[src/rtl/bus_sizing_pkg.sv]
package bus_sizing_pkg;
  localparam int DATA_W = 64;
  localparam int LANES  = DATA_W / 8;

  localparam logic [2:0] ACK_WAIT  = 3'd0;
  localparam logic [2:0] ACK_B1    = 3'd1;
  localparam logic [2:0] ACK_B8    = 3'd4;
  localparam logic [2:0] ACK_RETRY = 3'd5;

  // Strobes from the control FSM to the datapath.
  typedef struct packed {
    logic load;    // capture a new request
    logic commit;  // accept the bytes of the current data acknowledge
    logic drop;    // discard gathered read bytes
  } seqStrobe_t;

  function automatic logic ackIsData(input logic [2:0] a);
    return (a >= ACK_B1) && (a <= ACK_B8);
  endfunction
endpackage

[src/rtl/bus_sizing_dp.sv]
module bus_sizing_dp
  import bus_sizing_pkg::*;
#(
  parameter int ADDR_W = 32
) (
  input  logic              clk,
  input  logic              rstN,
  input  seqStrobe_t        strobe,
  input  logic              reqWrite,
  input  logic [1:0]        reqSize,
  input  logic [ADDR_W-1:0] reqAddr,
  input  logic [DATA_W-1:0] reqWdata,
  input  logic [2:0]        busAck,
  input  logic [DATA_W-1:0] busRdata,
  output logic [ADDR_W-1:0] busAddr,
  output logic [1:0]        busSize,
  output logic              busWrite,
  output logic [DATA_W-1:0] busWdata,
  output logic [DATA_W-1:0] rspRdata,
  output logic              lastMove,
  output logic              tooWide
);
  localparam int CNT_W = $clog2(LANES) + 1;
  localparam int SH_W  = $clog2(DATA_W) + 1;
  localparam int HALF  = DATA_W / 2;

  logic [ADDR_W-1:0] baseAddr;
  logic [1:0]        totLog;
  logic [CNT_W-1:0]  doneCnt;
  logic              wrFlag;
  logic [DATA_W-1:0] wBuf;
  logic [DATA_W-1:0] asmBuf;

  logic [CNT_W-1:0]  totBytes, remBytes, moved, newTot;
  logic [1:0]        ackLog, curLog;
  logic [ADDR_W-1:0] curAddr;
  logic [DATA_W-1:0] laneOut, laneIn, keepMask;

  always_comb begin
    totBytes = CNT_W'(1) << totLog;
    remBytes = totBytes - doneCnt;
    curAddr  = baseAddr + ADDR_W'(doneCnt);
    // largest aligned power of two that fits in what is left
    curLog = 2'd0;
    for (int k = 1; k < 4; k++) begin
      if (remBytes >= (CNT_W'(1) << k) && (curAddr[2:0] & 3'((1 << k) - 1)) == 3'b000)
        curLog = 2'(k);
    end
    ackLog   = 2'(busAck - 3'd1);
    moved    = CNT_W'(1) << ackLog;
    lastMove = moved >= remBytes;
    tooWide  = ackLog > curLog;
    newTot   = CNT_W'(1) << reqSize;
    // lane-ordered vectors: lane 0 in the top byte
    laneOut  = wBuf << {doneCnt, 3'b000};
    laneIn   = {busRdata[HALF-1:0], busRdata[DATA_W-1:HALF]};
    keepMask = ~({DATA_W{1'b1}} >> {moved, 3'b000});
  end

  assign busAddr  = curAddr;
  assign busSize  = curLog;
  assign busWrite = wrFlag;
  assign busWdata = {laneOut[HALF-1:0], laneOut[DATA_W-1:HALF]};
  assign rspRdata = asmBuf >> (SH_W'(DATA_W) - {totBytes, 3'b000});

  always_ff @(posedge clk) begin
    if (!rstN) begin
      baseAddr <= '0;
      totLog   <= '0;
      doneCnt  <= '0;
      wrFlag   <= 1'b0;
      wBuf     <= '0;
      asmBuf   <= '0;
    end else if (strobe.load) begin
      baseAddr <= reqAddr;
      totLog   <= reqSize;
      doneCnt  <= '0;
      wrFlag   <= reqWrite;
      wBuf     <= reqWdata << (SH_W'(DATA_W) - {newTot, 3'b000});
      asmBuf   <= '0;
    end else begin
      if (strobe.commit) begin
        doneCnt <= doneCnt + moved;
        asmBuf  <= asmBuf | ((laneIn & keepMask) >> {doneCnt, 3'b000});
      end
      if (strobe.drop) asmBuf <= '0;
    end
  end
endmodule

[src/rtl/bus_sizing_ctrl.sv]
module bus_sizing_ctrl
  import bus_sizing_pkg::*;
#(
  parameter int RETRY_W = 4
) (
  input  logic               clk,
  input  logic               rstN,
  input  logic               reqValid,
  input  logic [1:0]         reqSize,
  input  logic [2:0]         busAck,
  input  logic [1:0]         busSize,
  input  logic               lastMove,
  input  logic               tooWide,
  input  logic [RETRY_W-1:0] retryLimit,
  output seqStrobe_t         strobe,
  output logic               reqReady,
  output logic               busSel,
  output logic               busExt,
  output logic               rspValid,
  output logic               rspErr
);
  typedef enum logic [1:0] {S_IDLE, S_EXT, S_BUSY, S_GAP} seqState_e;

  seqState_e          state, stNext;
  logic [RETRY_W-1:0] retryCnt;
  logic [RETRY_W:0]   retryNext;
  logic               finOk, finErr, bumpRetry;

  assign retryNext = {1'b0, retryCnt} + 1'b1;

  always_comb begin
    strobe    = '0;
    stNext    = state;
    finOk     = 1'b0;
    finErr    = 1'b0;
    bumpRetry = 1'b0;
    case (state)
      S_IDLE: if (reqValid) begin
        strobe.load = 1'b1;
        stNext = (reqSize == 2'd3) ? S_EXT : S_BUSY;
      end
      S_EXT: stNext = S_BUSY;
      S_BUSY: begin
        if (ackIsData(busAck)) begin
          if (tooWide) finErr = 1'b1;
          else begin
            strobe.commit = 1'b1;
            finOk = lastMove;
          end
        end else if (busAck == ACK_RETRY) begin
          if (retryNext >= {1'b0, retryLimit}) finErr = 1'b1;
          else begin
            bumpRetry = 1'b1;
            stNext = S_GAP;
          end
        end else if (busAck != ACK_WAIT) begin
          finErr = 1'b1;
        end
        if (finOk || finErr) stNext = S_IDLE;
        strobe.drop = finErr;
      end
      S_GAP: stNext = (busSize == 2'd3) ? S_EXT : S_BUSY;
      default: stNext = S_IDLE;
    endcase
  end

  always_ff @(posedge clk) begin
    if (!rstN) begin
      state    <= S_IDLE;
      retryCnt <= '0;
      rspValid <= 1'b0;
      rspErr   <= 1'b0;
    end else begin
      state    <= stNext;
      rspValid <= finOk | finErr;
      rspErr   <= finErr;
      if (strobe.load) retryCnt <= '0;
      else if (bumpRetry) retryCnt <= retryNext[RETRY_W-1:0];
    end
  end

  assign reqReady = (state == S_IDLE);
  assign busSel   = (state == S_BUSY);
  assign busExt   = (state == S_EXT);
endmodule

[src/rtl/bus_sizing_seq.sv]
module bus_sizing_seq
  import bus_sizing_pkg::*;
#(
  parameter int ADDR_W  = 32,
  parameter int RETRY_W = 4
) (
  input  logic               clk,
  input  logic               rstN,
  input  logic               reqValid,
  output logic               reqReady,
  input  logic               reqWrite,
  input  logic [1:0]         reqSize,
  input  logic [ADDR_W-1:0]  reqAddr,
  input  logic [63:0]        reqWdata,
  input  logic [RETRY_W-1:0] retryLimit,
  output logic               rspValid,
  output logic               rspErr,
  output logic [63:0]        rspRdata,
  output logic               busSel,
  output logic               busExt,
  output logic [ADDR_W-1:0]  busAddr,
  output logic [1:0]         busSize,
  output logic               busWrite,
  output logic [63:0]        busWdata,
  input  logic [63:0]        busRdata,
  input  logic [2:0]         busAck
);
  seqStrobe_t strobe;
  logic       lastMove, tooWide;

  bus_sizing_ctrl #(.RETRY_W(RETRY_W)) u_ctrl (
    .clk(clk), .rstN(rstN), .reqValid(reqValid), .reqSize(reqSize),
    .busAck(busAck), .busSize(busSize), .lastMove(lastMove), .tooWide(tooWide),
    .retryLimit(retryLimit), .strobe(strobe), .reqReady(reqReady),
    .busSel(busSel), .busExt(busExt), .rspValid(rspValid), .rspErr(rspErr)
  );

  bus_sizing_dp #(.ADDR_W(ADDR_W)) u_dp (
    .clk(clk), .rstN(rstN), .strobe(strobe), .reqWrite(reqWrite),
    .reqSize(reqSize), .reqAddr(reqAddr), .reqWdata(reqWdata),
    .busAck(busAck), .busRdata(busRdata), .busAddr(busAddr),
    .busSize(busSize), .busWrite(busWrite), .busWdata(busWdata),
    .rspRdata(rspRdata), .lastMove(lastMove), .tooWide(tooWide)
  );
endmodule

[config.mk]
export PLATFORM = sky130hd
export DESIGN_NAME = bus_sizing_seq
export DESIGN_NICKNAME = d
export VERILOG_FILES = /design/src/rtl/bus_sizing_pkg.sv /design/src/rtl/bus_sizing_dp.sv /design/src/rtl/bus_sizing_ctrl.sv /design/src/rtl/bus_sizing_seq.sv
export SDC_FILE = /design/constraint.sdc
export NUM_CORES = 1
export LEC_CHECK = 0
export ABC_AREA = 1
export BUFFER_PORTS_ARGS = -buffer_cell sky130_fd_sc_hd__clkbuf_2
export CAP_MARGIN = 30
export CORE_MARGIN = 2
export CORE_UTILIZATION = 40
export CTS_BUF_LIST = sky130_fd_sc_hd__clkbuf_4
export DETAILED_ROUTE_END_ITERATION = 7
export PLACE_DENSITY_LB_ADDON = 0.3
export SYNTH_ARGS = -nofsm -noshare
export SYNTH_HDL_FRONTEND = slang
export SYNTH_SLANG_ARGS = --single-unit
[constraint.sdc]
create_clock -name clk -period 4.4 [get_ports clk]
set_input_delay 0.88 -clock clk [delete_from_list [all_inputs] [get_ports clk]]
set_output_delay 0.88 -clock clk [all_outputs]
set_load 0.01 [all_outputs]
==> impl_metrics.toml, run 1 <==
[floorplanning]
core_area_um2 = 28700
io_pins = 341
initial_utilization_pct = 40.58
die-area_um2 = 30500
rows = 62
die_w_um = 174.7
die_y_um = 174.7

[logic_synthesis]
synthCells = 1837
ys_seq_area_share_pct = 30.08
synth.avg_cell_area_um2 = 6.341
yosysWarningCount = 0
synth_area_leaders = "dfxtp_1 30%, nand2_1 12%, o21ai_0 11%, nor2_1 7.0%, inv_1 6.8%"
synth_cell_types = 44
synth_largest_area_cell = "dfxtp_1"
synth_top_area_share_pct = 30.08
synth_seq_cells = 175
synth_area_um2 = 11650
syn-num-nets = 2039

[clock_tree]
cts_tree = "built"
clk_latency_ps = 610
cts_buffer_depth = 2
clk_pin_slew_ps = 190
cts_hold_buf = 0
post_cts_resized = 0
cts_max_level = 4
cts_setup_buffers = 0
cts_made_buffers = 17
clkSinkCount = 175
root_buffer = "clkbuf_4"

[setup_path]
crit_arrival_ps = 3180
ff2ff_setup_slack_ps = 570
cp_max_fo = 4
critPathLaunchType = "flop"
cp-end-kind = "primary output"
critPathRequiredTime_ps = 3520
path_class = "flop to primary output"

[timing]
fin_hold_ws_ps = 460.5
setup_viol = 0
slew_headroom_pct = 37.25
slew_viol_final = 0
fin_skew_ps = 25.23
max_slew.worst_pin.slew_ps = 941.3
period_share_pct = 92.35
grt_setup_unrepaired = "no"
final.setup.tns_ps = 0
finalHoldViolCount = 0
fin_crit_ps = 4064
setup_ws_ps = 336.4
fmax_mhz = 246.1

[finish]
drive_gt1_share_pct = 20.97
area_growth_pct = 19.76
nets = 2306
n_fill_cell = 3062

[global_route]
grt_max_degree = 106
grt_pass1_wl_mm = 71.46
antenna_found_initial = 2
gr-usage-all-layers_pct = 30.02
grt_pass1_vias = 12742
globalRouteOverflowTotal = 0

[power]
total_power_mw = 4.599
peakVddDrop_mv = 0.2056
power_density_nw_per_um2 = 329.6
p_leak_nw = 6.169

[route]
via_count = 13709
drt_iter0_drc = 1505
drc = 0
dr.pass1.iters = 6
ant_nets = 0
via_per_inst = 5.477
wl_per_cell_um = 18.89
wirelength_mm = 47.29

[run_status]
outcome = "finished, final reports clean"

[place]
dp.final_hpwl_mm = 36.53
gp_congestion = 0.9720
pre_cts_ws_ps = 661.6
port_buffers = 340

[flow_run]
drv_cap = 0

[hold_path]
hold_path.class = "input port to flop"
[state kept, by name, indices dropped and copies added (netlist names)]
name	count
u_ctrl.rspValid	1
u_dp.asmBuf	64
u_dp.busWrite	1
u_ctrl.rspErr	1
u_dp.baseAddr	32
u_dp.wBuf	64
u_dp.doneCnt	4
u_ctrl.retryCnt	4
u_ctrl.state	2
u_dp.totLog	2
[synth_stat cells, drive strengths merged]
master   count
nand2      369
o21ai      250
nor2       235
inv        221
dfxtp      175
a21oi      105
nand3       78
clkbuf      65
o22ai       60
buf         56
o211ai      38
xor2        31
ha          26
a31oi       22
nor3        18
nand4       14
a22o        11
mux2i       11
o221ai      10
o32ai        8
clkinv       4
a221oi       3
a22oi        3
fa           3
nor4         3
o21bai       3
a21boi       2
a32o         2
nand3b       2
o2111ai      2
xnor2        2
a211oi       1
a2bb2oi      1
a41oi        1
o21a         1
o311ai       1
[cells by family after synthesis]
| group | share of synthesized area, % |
|---|---|
| flops | 30.08 |
| compound gates | 25.70 |
| fa+ha+maj | 3.308 |
| mux | 0.9453 |
| buf+inv | 11.61 |
| xor+xnor | 2.481 |
| simple gates | 25.88 |
[area by class of cell]
type / instances / area, um2 / area share [%]
antenna: 2 / 5.005 / 0.03587
clock buffer: 17 / 127.6 / 0.9148
clock inverter: 15 / 203.9 / 1.462
inverter: 225 / 845.8 / 6.063
multi-input combinational: 1316 / 6800 / 48.74
sequential: 175 / 3511 / 25.17
tap: 384 / 480.5 / 3.444
timing repair buffer: 369 / 1977 / 14.17
[final timing paths]
path	from	to	cells past startpoint
max	u_dp.doneCnt[0]	busAddr[26]	14
min reg2reg	u_dp.asmBuf[11]	u_dp.asmBuf[11]	2
max reg2reg	u_dp.totLog[1]	u_dp.asmBuf[59]	20
min	reqAddr[10]	u_dp.baseAddr[10]	3
[through the flow]
step	utilization, %	instances	cell area (um2)
2_1_floorplan	-	1837	11650
3_3_place_gp	47.27	2467	13570
3_5_place_dp	47.43	2469	13610
4_1_cts	48.59	2501	13950
5_1_grt	48.61	2503	13950
6_report	48.61	2503	13950
[layout by cell type (no fill, tap or decap), drive strengths merged, types with 26 or more instances in the layout]
cell type / n
nand2: 369
clkbuf: 357
o21ai: 250
nor2: 235
inv: 229
dfxtp: 175
a21oi: 105
nand3: 78
o22ai: 60
o211ai: 38
xor2: 31
buf: 29
ha: 26
[report_power, final]
group	internal [mW]	switching [mW]
combinational	0.564	1.23
clock	0.292	0.755
sequential	1.68	0.0747
[critical path: stages (launching register included)]
cell	delay, ps
dfxtp_4	420
ha_1	170
inv_1	60
fa_1	460
nand3b_1	170
nand2_1	170
nand2_2	110
nor2_4	120
nand2_2	100
nor2_4	140
nand2_2	80
nor3_2	200
nand2_1	100
xor2_1	160
clkbuf_2	160
[metal layers]
layer / track usage [%] / wire length [um] / vias to the layer above
met2: 48.70 / 21700 / 678
met3: 4.591 / 3573 / 87
met5: 0 / 0 / -
met1: 40.25 / 20290 / 6287
li1: - / - / 6657
met4: 11.53 / 1729 / 0
(Power assumes the default switching activity.)
==> inputs of run 2 (changes only) <==
Clock period 4.4 ns to 4.7 ns, I/O delays scaled along.
==> impl_metrics.toml, run 2 (synthesis results as in run 1) <==
[run_status]
outcome = "finished, final reports clean"

[clock_tree]
cts_buffer_depth = 2
cts_tree = "built"
cts_hold_buf = 0
post_cts_resized = 0
clk_pin_slew_ps = 170
clkSinkCount = 175
cts_made_buffers = 17
cts_max_level = 4
root_buffer = "clkbuf_4"
cts_setup_buffers = 0
clk_latency_ps = 600

[place]
port_buffers = 340
dp_cells = 2468
gp_congestion = 1.042
dp.final_hpwl_mm = 35.89
place_area_um2 = 13610

[timing]
final.setup.tns_ps = 0
fin_hold_ws_ps = 490.8
max_slew.worst_pin.slew_ps = 909.2
slew_viol_final = 0
grt_setup_unrepaired = "no"
fin_crit_ps = 4133
finalHoldViolCount = 0
fmax_mhz = 241.9
period_share_pct = 87.95
fin_skew_ps = 27.53
setup_viol = 0
slew_headroom_pct = 39.38

[setup_path]
slowest_stage = "dfxtp_1"
ff2ff_setup_slack_ps = 690
timing.rr.end = "u_dp.asmBuf[8]"
cp-end-kind = "primary output"
crit_arrival_ps = 3190
r2r-start = "u_dp.totLog[1]"
crit_chain = "nor2_1 > inv_1 > ha_1 > inv_1 > fa_1 > xnor2_1 > nand3_1 > nand3_1 > inv_1 > o21ai_0 > clkbuf_2"
crit_start = "u_dp.totLog[1]"
critPathCapture = "busSize[0]"
critPathLaunchType = "flop"
cp_max_fo = 9
cp_common_cell = "inv_1"
max_stage_delay_ps = 530
rr_worst_depth = 22
critPathRequiredTime_ps = 3760
path_class = "flop to primary output"

[global_route]
gr-usage-all-layers_pct = 29.66
globalRouteOverflowTotal = 0
grt_max_degree = 103
antenna_found_initial = 1
grt_pass1_wl_mm = 71.36
grt_pass1_vias = 12678

[floorplanning]
die-area_um2 = 30500
core_area_um2 = 28700
die_y_um = 174.7
initial_utilization_pct = 40.58
io_pins = 341
die_w_um = 174.7
rows = 62

[finish]
area_growth_pct = 19.17
drive_gt1_share_pct = 20.89
final_common_cell = "nand2_1"
fin_util_pct = 48.37
final_cells = 2501
layout_common_cells = "359 x nand2_1, 340 x clkbuf_2, 246 x o21ai_0, 217 x nor2_1, 211 x inv_1"
design_area_um2 = 13880
nets = 2305
largestRegisters = "u_dp.asmBuf (64), u_dp.wBuf (64), u_dp.baseAddr (32)"

[route]
wirelength_mm = 46.57
wl_per_cell_um = 18.62
via_per_inst = 5.461
via_count = 13657
ant_nets = 0
dr.pass1.iters = 6
drt_iter0_drc = 1463
drc = 0

[hold_path]
hold_path.class = "flop to flop"

[power]
p_leak_nw = 6.129
peakVddDrop_mv = 0.1310
power_density_nw_per_um2 = 302.1

[flow_run]
drv_cap = 0
run 2: cell count changes in the layout (fill, tap and decap cells not counted), moves of 2 or more:
cell,delta
inv_12,-5
inv_8,-2
clkinvlp_4,+4
clkinv_8,-3
run 2: metrics by stage:
stage | power [mW] | setup slack, ps
after CTS | 4.177 | 546.5
after global placement | 3.298 | 935.2
final | 4.194 | 566.6
after global routing | 4.443 | 284.4
after detailed placement | 3.315 | 791.6
after floorplan | 2.680 | 1114
run 2: how the worst min path moves through the flow:
stage | start | endpoint | slack (ps) | cells past startpoint
floorplan | u_dp.asmBuf[0] | u_dp.asmBuf[0] | 430 | 2
global placement | u_dp.asmBuf[4] | u_dp.asmBuf[4] | 450 | 2
detailed placement | u_dp.asmBuf[4] | u_dp.asmBuf[4] | 460 | 2
CTS | u_dp.asmBuf[0] | u_dp.asmBuf[0] | 490 | 2
global route | reqAddr[4] | u_dp.baseAddr[4] | 510 | 3
finish | u_dp.asmBuf[13] | u_dp.asmBuf[13] | 490 | 2
run 2: power by group:
group	switching (mW)	internal (mW)
Sequential	0.0687	1.58
Combinational	1.14	0.528
Clock	0.604	0.276
Total	1.81	2.38
run 2: worst max-delay path, delay by kind of cell, from the launching register on:
family	cells	cell delay, ps
AOI/OAI and AO/OA	1	240
and+or+nand+nor	3	410
xor gates and xnor gates	1	230
adders and majority gates	2	610
buffers and inverters	4	570
DFF	1	530
run 2: area by class of cell:
cell class	count	area [um2]
clock inverter	14	137.6
multi-input combinational	1316	6800
inverter	225	845.8
antenna	1	2.502
clock buffer	18	135.1
timing repair buffer	368	1969
fill	3094	14820
sequential	175	3511
tap	384	480.5
run 2: routing by layer:
| layer | track usage, % | wire length, um | share of wire [%] | vias to the layer above |
|---|---|---|---|---|
| li1 | - | - | - | 6631 |
| met1 | 40.40 | 20190 | 43 | 6275 |
| met2 | 47.22 | 21080 | 45 | 673 |
| met3 | 4.243 | 3554 | 7.6 | 78 |
| met4 | 11.98 | 1736 | 3.7 | 0 |
| met5 | 0 | 0 | 0 | - |
